**config.mk**
```make
export PLATFORM = sky130hd
export DESIGN_NAME = fsr_status_reporter
export DESIGN_NICKNAME = d
export VERILOG_FILES = /design/src/rtl/fsr_pkg.sv /design/src/rtl/fsr_strobe_edge.sv /design/src/rtl/fsr_toggle_pair.sv /design/src/rtl/fsr_status_mux.sv /design/src/rtl/fsr_status_reporter.sv
export SDC_FILE = /design/constraint.sdc
export NUM_CORES = 1
export LEC_CHECK = 0
export ABC_AREA = 1
export BUFFER_PORTS_ARGS = -buffer_cell sky130_fd_sc_hd__buf_4
export CORE_MARGIN = 1.5
export CORE_UTILIZATION = 42
export CTS_BUF_LIST = sky130_fd_sc_hd__clkbuf_4 sky130_fd_sc_hd__clkbuf_8 sky130_fd_sc_hd__clkbuf_16
export CTS_CLUSTER_SIZE = 25
export DETAILED_ROUTE_END_ITERATION = 10
export GPL_ROUTABILITY_DRIVEN = 0
export GPL_TIMING_DRIVEN = 0
export PLACE_DENSITY = 0.84
export SYNTH_ARGS = -nofsm -noshare
export SYNTH_HDL_FRONTEND = slang
export SYNTH_SLANG_ARGS = --single-unit
```
**constraint.sdc**
```tcl
create_clock -name clk -period 1.5 [get_ports clk]
set_input_delay 0.15 -clock clk [delete_from_list [all_inputs] [get_ports clk]]
set_output_delay 0.15 -clock clk [all_outputs]
set_load 0.02 [all_outputs]
```
**src/rtl/fsr_pkg.sv**
```systemverilog
package fsr_pkg;
  typedef enum logic [2:0] {
    OP_IDLE  = 3'd0,
    OP_PROG  = 3'd1,
    OP_ERASE = 3'd2,
    OP_SUSP  = 3'd3,
    OP_PSUSP = 3'd4,
    OP_TMO   = 3'd5
  } op_e;

  localparam int STAT_W = 8;

  function automatic logic busy_toggles(input logic [2:0] op);
    return (op == OP_PROG) || (op == OP_ERASE) || (op == OP_PSUSP) || (op == OP_TMO);
  endfunction

  function automatic logic sector_toggles(input logic [2:0] op);
    return (op == OP_ERASE) || (op == OP_SUSP) || (op == OP_PSUSP) || (op == OP_TMO);
  endfunction
endpackage

```
**src/rtl/fsr_strobe_edge.sv**
```systemverilog
module fsr_strobe_edge (
  input  logic clk,
  input  logic rst,
  input  logic strobe_n,
  output logic fall
);
  logic prev_n;

  always_ff @(posedge clk) begin
    if (rst) prev_n <= 1'b1;
    else     prev_n <= strobe_n;
  end

  assign fall = prev_n & ~strobe_n;
endmodule

```
**src/rtl/fsr_toggle_pair.sv**
```systemverilog
module fsr_toggle_pair
  import fsr_pkg::*;
(
  input  logic       clk,
  input  logic       rst,
  input  logic       fall,
  input  logic [2:0] op,
  input  logic       in_sector,
  output logic       tgl_busy,
  output logic       tgl_sector
);
  logic adv_busy, adv_sector;

  assign adv_busy   = fall & busy_toggles(op);
  assign adv_sector = fall & in_sector & sector_toggles(op);

  always_ff @(posedge clk) begin
    if (rst) begin
      tgl_busy   <= 1'b0;
      tgl_sector <= 1'b0;
    end else begin
      if (adv_busy)   tgl_busy   <= ~tgl_busy;
      if (adv_sector) tgl_sector <= ~tgl_sector;
    end
  end
endmodule

```
**src/rtl/fsr_status_mux.sv**
```systemverilog
module fsr_status_mux
  import fsr_pkg::*;
#(
  parameter int DATA_W = 16
) (
  input  logic [2:0]        op,
  input  logic              in_sector,
  input  logic              prog_dq7,
  input  logic [DATA_W-1:0] array_data,
  input  logic              tgl_busy,
  input  logic              tgl_sector,
  output logic [DATA_W-1:0] word,
  output logic              ready
);
  logic [STAT_W-1:0] stat;
  logic              use_stat;

  always_comb begin
    stat     = '0;
    use_stat = 1'b1;
    ready    = 1'b0;
    case (op)
      OP_PROG: begin
        stat[7] = ~prog_dq7;
        stat[6] = tgl_busy;
        stat[2] = 1'b1;
      end
      OP_ERASE: begin
        stat[6] = tgl_busy;
        stat[3] = 1'b1;
        stat[2] = tgl_sector;
      end
      OP_SUSP: begin
        ready = 1'b1;
        if (in_sector) begin
          stat[7] = 1'b1;
          stat[6] = tgl_busy;
          stat[2] = tgl_sector;
        end else begin
          use_stat = 1'b0;
        end
      end
      OP_PSUSP: begin
        stat[7] = ~prog_dq7;
        stat[6] = tgl_busy;
        stat[2] = tgl_sector;
      end
      OP_TMO: begin
        stat[7] = ~prog_dq7;
        stat[6] = tgl_busy;
        stat[5] = 1'b1;
        stat[3] = 1'b1;
        stat[2] = tgl_sector;
      end
      default: begin
        use_stat = 1'b0;
        ready    = 1'b1;
      end
    endcase
  end

  generate
    if (DATA_W > STAT_W) begin : g_wide
      assign word = use_stat ? {{(DATA_W-STAT_W){1'b0}}, stat} : array_data;
    end else begin : g_byte
      assign word = use_stat ? stat : array_data;
    end
  endgenerate
endmodule

```
**src/rtl/fsr_status_reporter.sv**
```systemverilog
module fsr_status_reporter #(
  parameter int DATA_W = 16
) (
  input  logic              clk,
  input  logic              rst,
  input  logic [2:0]        op_state,
  input  logic              rd_strobe_n,
  input  logic              rd_in_sector,
  input  logic              prog_dq7,
  input  logic [DATA_W-1:0] array_data,
  output logic [DATA_W-1:0] dq,
  output logic              ry_by
);
  logic              fall;
  logic              tgl_busy, tgl_sector;
  logic [DATA_W-1:0] word_d;
  logic              ready_d;

  fsr_strobe_edge u_edge (
    .clk(clk), .rst(rst), .strobe_n(rd_strobe_n), .fall(fall)
  );

  fsr_toggle_pair u_tgl (
    .clk(clk), .rst(rst), .fall(fall), .op(op_state), .in_sector(rd_in_sector),
    .tgl_busy(tgl_busy), .tgl_sector(tgl_sector)
  );

  fsr_status_mux #(.DATA_W(DATA_W)) u_mux (
    .op(op_state), .in_sector(rd_in_sector), .prog_dq7(prog_dq7),
    .array_data(array_data), .tgl_busy(tgl_busy), .tgl_sector(tgl_sector),
    .word(word_d), .ready(ready_d)
  );

  always_ff @(posedge clk) begin
    if (rst) begin
      dq    <= '0;
      ry_by <= 1'b1;
    end else begin
      dq    <= word_d;
      ry_by <= ready_d;
    end
  end
endmodule

```
==> results of run 1 <==
-- stage by stage --
| step | std cells | setup slack [ns] | hold WS (ns) |
|---|---|---|---|
| 2_1_floorplan | 102 | 0.451 | 0.254 |
| 3_3_place_gp | 169 | 0.292 | 0.361 |
| 3_5_place_dp | 169 | 0.249 | 0.362 |
| 4_1_cts | 173 | 0.546 | 0.0478 |
| 5_1_grt | 173 | 0.494 | 0.0400 |
| 6_report | 173 | 0.561 | 0.0514 |
-- layout by cell type (no fill, tap or decap), drive strengths merged --
| cell | Yosys | final |
|---|---|---|
| buf | 1 | 41 |
| nand2 | 21 | 21 |
| inv | 21 | 21 |
| dfxtp | 20 | 20 |
| nor2 | 20 | 20 |
| nand3 | 12 | 12 |
| clkbuf | 0 | 3 |
| nor4 | 1 | 1 |
| or2 | 1 | 1 |
| o21ai | 1 | 1 |
| o22ai | 1 | 1 |
| a21oi | 1 | 1 |
| nand4 | 1 | 1 |
| ha | 1 | 1 |
| bufinv | 0 | 1 |
-- where the power goes --
part,internal (mW),switching [mW]
registers,0.564,0.0102
logic,0.121,0.150
clock network,0.270,0.168
total,0.955,0.328
-- worst min-delay path by stage --
stage,from,endpoint
detailed placement,rd_strobe_n,u_edge.prev_n$_SDFF_PP1_
finish,rd_strobe_n,u_edge.prev_n$_SDFF_PP1_
global route,rd_strobe_n,u_edge.prev_n$_SDFF_PP1_
floorplan,rd_strobe_n,u_edge.prev_n$_SDFF_PP1_
global placement,rd_strobe_n,u_edge.prev_n$_SDFF_PP1_
CTS,rd_strobe_n,u_edge.prev_n$_SDFF_PP1_
-- registers in the layout, indices dropped and copies added (netlist names) --
name,count
u_edge.prev_n,1
ry_by,1
u_tgl.tgl_busy,1
u_tgl.tgl_sector,1
dq,16
-- Yosys cell counts --
| cell | n |
|---|---|
| a21oi_1 | 1 |
| buf_12 | 1 |
| dfxtp_1 | 20 |
| ha_1 | 1 |
| inv_1 | 17 |
| inv_2 | 4 |
| nand2_1 | 20 |
| nand2_4 | 1 |
| nand3_1 | 9 |
| nand3_2 | 2 |
| nand3_4 | 1 |
| nand4_1 | 1 |
| nor2_1 | 6 |
| nor2_2 | 1 |
| nor2_4 | 12 |
| nor2_8 | 1 |
| nor4_1 | 1 |
| o21ai_0 | 1 |
| o22ai_1 | 1 |
| or2_2 | 1 |
-- cell families (layout without fill, tap and decap cells) --
group	after synthesis	in the layout	synth area share (%)
compound gates	3	3	1.81
fa+ha+maj	1	1	1.39
buf+inv	22	66	11.0
flops	20	20	44.5
simple gates	56	56	41.3
-- layout make-up --
class                           instances  share of cell area, %
Buffer                                  1                   1.56
Clock buffer                            3                   1.75
Clock inverter                          1                   2.33
Inverter                               21                   6.13
Multi-Input combinational cell         60                   31.1
Sequential cell                        20                   31.1
Tap cell                               27                   2.63
Timing Repair Buffer                   40                   23.3
-- layer usage --
| layer | wire [um] | vias up | global-route usage (%) |
|---|---|---|---|
| li1 | - | 396 | - |
| met1 | 660 | 347 | 16.8 |
| met2 | 1100 | 23 | 32.4 |
| met3 | 83 | 2 | 1.23 |
| met4 | 14 | 0 | 8.57 |
| met5 | 0 | - | 0 |
==> impl_metrics.ini, run 1 <==
[outcome]
status = finished clean

[power]
powerDensity_nw_per_um2 = 998
power_leakage_nw = 0.676
vdd_ir_drop_max_uv = 531
finalPower_mw = 1.28

[sta]
slew_viol_final = 0
hold_viol_final = 0
fmax_mhz = 1070
min_period_ns = 0.939
rsz0062_at_grt = no
timing.final.crit_share_pct = 62.6
skew_ns = 0.00497
worst_slew_pin_slew_ns = 0.312
slew_headroom_pct = 79.0
final.setup.tns_ns = 0
setup_viol = 0

[cts]
htree_levels = 1
clockRootBuffer = clkbuf_4
cts_tree = yes
cts_resized = 0
clkTransAtPathRegs_ns = 0.12
cts-hold-fix-buffers = 0
clk_path_buf_depth = 2
cts_buffers = 3
cts_sinks = 20
clk_latency_ns = 0.30
post-cts-setup-buffers = 0

[final_layout]
regArea_um2 = 400
synthToLayoutAreaGrowth_pct = 43.0
fillers = 159
final_util_pct = 64.9
diodes = 0
fin_area_um2 = 1290
fin_nets = 172
drive_gt1_share_pct = 46.6
multi_input_area_um2 = 400

[critical_path]
worst_setup_path_end_kind = primary output
path_cells = buf_4
rr_worst_depth = 5
crit_arrival_ns = 0.79
slowest_delay_ns = 0.35
critPathLaunch = dq[14]$_SDFF_PP0_
worstPathRequired_ns = 1.35
crit_fanout = 1
r2r_end = u_tgl.tgl_sector$_SDFFE_PP0P_
crit_family = flip-flops
r2r-start = u_edge.prev_n$_SDFF_PP1_
reg2reg_slack_ns = 0.62
cp_num_cells = 1
crit_path_end = dq[14]
start_kind = register
path_class = register to primary output
critPathBufInv = 1
cp_slowest_cell = dfxtp_1

[grt]
grt_pass1_vias = 698
globalRoute.totalOverflow = 0
grt_max_degree = 13
antenna_found_initial = 0
grt_util_all_layers_pct = 16.4
grt_pass1_wl_mm = 3.01

[placement]
io_buffers = 40
placedInstanceArea_um2 = 1230
dp_hpwl_mm = 1.47

[synthesis]
syn-instance-count = 102
syn_nets = 127
yosysTopAreaCell = dfxtp_1
post_synth_num_cell_types = 20
synth_area_um2 = 900
synth_top_area_share_pct = 44.5
ys_warn_count = 0
syn_area_per_cell_um2 = 8.82
synth_seq_cells = 20
netlist_top_cells_area = dfxtp_1 45%, nor2_4 15%, nand2_1 8.3%, inv_1 7.1%, nand3_1 5.0%
seq_area_frac_synth_pct = 44.5

[route]
drt.antenna.violating_nets = 0
drcViolationCount = 0
drtIter0Drc = 31
first_pass_iters = 4
vias = 768
detail_route.wl_per_cell_um = 10.8
wirelength_mm = 1.86
vias_per_cell = 4.44

[floorplan]
row_count = 16
die_x_um = 49.3
die_y_um = 49.3
coreArea_um2 = 1980
io_pins = 41
dieArea_um2 = 2430
start_util_pct = 45.4

[worst_hold_path]
whs_path_depth = 2
hp-class = input pin to register

[flow_run]
drv_cap = 0
Power figures use the tool's default switching activity.
==> run 2, diff against run 1 <==
--- a/config.mk
+++ b/config.mk
@@ -5,7 +5,7 @@
 export SDC_FILE = /design/constraint.sdc
 export NUM_CORES = 1
 export LEC_CHECK = 0
-export ABC_AREA = 1
+export ABC_AREA = 0
 export BUFFER_PORTS_ARGS = -buffer_cell sky130_fd_sc_hd__buf_4
 export CORE_MARGIN = 1.5
 export CORE_UTILIZATION = 42
@@ -14,7 +14,7 @@
 export DETAILED_ROUTE_END_ITERATION = 10
 export GPL_ROUTABILITY_DRIVEN = 0
 export GPL_TIMING_DRIVEN = 0
-export PLACE_DENSITY = 0.84
+export PLACE_DENSITY = 0.86
 export SYNTH_ARGS = -nofsm -noshare
 export SYNTH_HDL_FRONTEND = slang
 export SYNTH_SLANG_ARGS = --single-unit
==> constraint.sdc (replaced) <==
create_clock -name clk -period 0.9 [get_ports clk]
set_input_delay 0.09 -clock clk [delete_from_list [all_inputs] [get_ports clk]]
set_output_delay 0.09 -clock clk [all_outputs]
set_load 0.02 [all_outputs]
==> run 2 against run 1 <==
Net effect:
- the run now ends with hold timing, setup timing left
- non-clock buffer count is 11 higher
- final cell count decreased by 15%
- sequential cell count did not move
- first-iteration DRC count decreased by 61%
- register-to-register slack got worse by 0.67 ns
- combinational power up 63%
- sequential power is 67% higher
- die area shrank 11%
- critical path type is now register to register
- largest power group unchanged
- highest routed layer unchanged
==> impl_metrics.ini, run 2 <==
[floorplan]
row_count = 15
die_y_um = 46.6
die_x_um = 46.6
io_pins = 41
start_util_pct = 45.2
coreArea_um2 = 1760
dieArea_um2 = 2170

[power]
power_frac_comb_pct = 23.0
vdd_ir_drop_max_uv = 953
power_leakage_nw = 0.584
p_clk_share_pct = 27.3
intPower_mw = 1.44
seqPwrFrac_pct = 49.7
p_sw_mw = 0.493
switching_share_pct = 25.6
finalPower_mw = 1.93
powerDensity_nw_per_um2 = 1480

[route]
first_pass_iters = 3
vias = 694
vias_per_cell = 4.72
wirelength_mm = 1.93
drtIter0Drc = 12
drt.antenna.violating_nets = 0
detail_route.wl_per_cell_um = 13.1
drcViolationCount = 0

[cts]
cts_tree = yes
clk_path_buf_depth = 2
cts_sinks = 20
clockRootBuffer = clkbuf_4
cts_buffers = 3
clkTransAtPathRegs_ns = 0.11
htree_levels = 1
clk_latency_ns = 0.30

[sta]
rsz0062_at_grt = yes
worst_slew_pin_slew_ns = 0.352
hold_viol_final = 2
holdWs_ns = -0.000682
skew_ns = 0.00127
setup_ws_ns = -0.0519
slew_viol_final = 0
slew_headroom_pct = 76.5
timing.final.crit_share_pct = 106
setup_viol = 1
min_period_ns = 0.952
final.setup.tns_ns = -0.0519
fmax_mhz = 1050

[synthesis]
synth_top_area_share_pct = 50.2
yosys-top-cells-count = 20 x dfxtp_1, 6 x and2_2, 5 x and2_4, 5 x nor2_1, 5 x o2bb2ai_1
netlist_top_cells_area = dfxtp_1 50%, and2_2 5.6%, and2_4 5.5%, o2bb2ai_1 5.5%, buf_6 4.2%
syn_area_per_cell_um2 = 11.4
synth_most_common_cell = dfxtp_1
async_flop_share_pct = 0
yosysTopAreaCell = dfxtp_1
synth_area_um2 = 798
ys_warn_count = 0
post_synth_num_cell_types = 24
syn-instance-count = 70
seq_area_frac_synth_pct = 50.2
synth_flop_cell = dfxtp_1
syn_nets = 95
synth_edf_count = 0
synth_seq_cells = 20

[grt]
globalRoute.totalOverflow = 0
grt_pass1_wl_mm = 2.86
grt_util_all_layers_pct = 19.3
grt_max_degree = 12
antenna_found_initial = 0
grt_pass1_vias = 629

[flow_run]
drv_cap = 0

[worst_hold_path]
hp-class = input pin to register

[final_layout]
final_util_pct = 74.0
fin_nets = 148
drive_gt1_share_pct = 60.7
synthToLayoutAreaGrowth_pct = 63.5
largest_register_ff_count = 16
largest_register = dq
layout_commonest_cell = buf_4
diodes = 0
most-common-layout-cells = 39 x buf_4, 18 x dfxtp_1, 9 x dlygate4sd3_1

[placement]
io_buffers = 38
dp_hpwl_mm = 1.32

[critical_path]
critPathBufInv = 1
crit_family = compound AO/OA/AOI/OAI gates
crit_arrival_ns = 1.14
start_kind = register
cp_slowest_cell = dfxtp_2
slowest_delay_ns = 0.34
path_class = register to register
crit_fanout = 2
worst_setup_path_end_kind = register
path_cells = buf_4 > a311oi_2 > o2bb2ai_1
reg2reg_slack_ns = -0.05
worstPathRequired_ns = 1.09

[outcome]
violations = hold timing, setup timing
status = finished with violations
## run 2: cell count changes after synthesis, sizes merged, moves of 4 or more
cell     previous run  this run
and2                0        11
inv                21         3
nand2              21         1
nand3              12         1
nor2               20         5
nor3                0         4
o2bb2ai             0         5
## run 2: per-stage QoR
stage / instance area (um2) / worst slack [ns] / instances
2_1_floorplan: 828 / -0.101 / 70
3_3_place_gp: 1140 / -0.224 / 133
3_5_place_dp: 1140 / -0.307 / 133
4_1_cts: 1250 / -0.00707 / 144
5_1_grt: 1310 / -0.0857 / 147
6_report: 1310 / -0.0519 / 147
## run 2: per-layer routing
layer,GRT usage (%),up-vias,part of all wire [%]
met3,2.75,5,6.2
met4,8.57,0,2.1
met2,34.4,33,54
met5,0,-,0
met1,22.4,312,38
li1,-,344,-
## run 2: what timing repair did
item / CTS / global route
resized for setup: 1 / 6
endpoints found under the setup margin: 1 / 3
setup buffers: 0 / 1
hold buffers: 7 / 2
endpoints found under the hold margin: 8 / 2
pin swaps: 0 / 3
## run 2: area by class of cell
type	count	area, um2
clock buffers	4	36.3
repair buffers	48	383
fillers	136	459
flip-flops and latches	20	403
well taps	25	31.3
inverters	3	16.3
plain buffers	4	51.3
multi-input cells	43	384
## run 2: final timing paths
path,startpoint,to,cells past startpoint
setup / recovery,u_tgl.tgl_sector$_SDFFE_PP0P_,dq[2]$_SDFF_PP0_,3
hold / removal,array_data[1],dq[1]$_SDFF_PP0_,2
setup reg to reg,u_tgl.tgl_sector$_SDFFE_PP0P_,dq[2]$_SDFF_PP0_,3
hold reg to reg,u_tgl.tgl_busy$_SDFFE_PP0P_,dq[6]$_SDFF_PP0_,2
## run 2: power groups by stage
stage	sequential, mW	clock [mW]	combinational, mW
after floorplan	1.03	0	0.166
after global placement	0.976	0	0.380
after detailed placement	0.978	0	0.393
after CTS	0.958	0.514	0.419
after global routing	0.965	0.560	0.480
final	0.958	0.527	0.443
## run 2: cell families after synthesis
logic type                 after synthesis  synth area share (%)
buffers and inverters                    7                  6.27
DFF                                     20                  50.2
adders and majority gates                1                  1.57
AOI/OAI and AO/OA                       12                  13.6
and+or+nand+nor                         27                  25.1
xor gates and xnor gates                 3                  3.29
## run 2: worst register-to-register path: stages (launching register included)
cell,delay (ns)
dfxtp_2,0.34
buf_4,0.14
a311oi_2,0.24
o2bb2ai_1,0.12
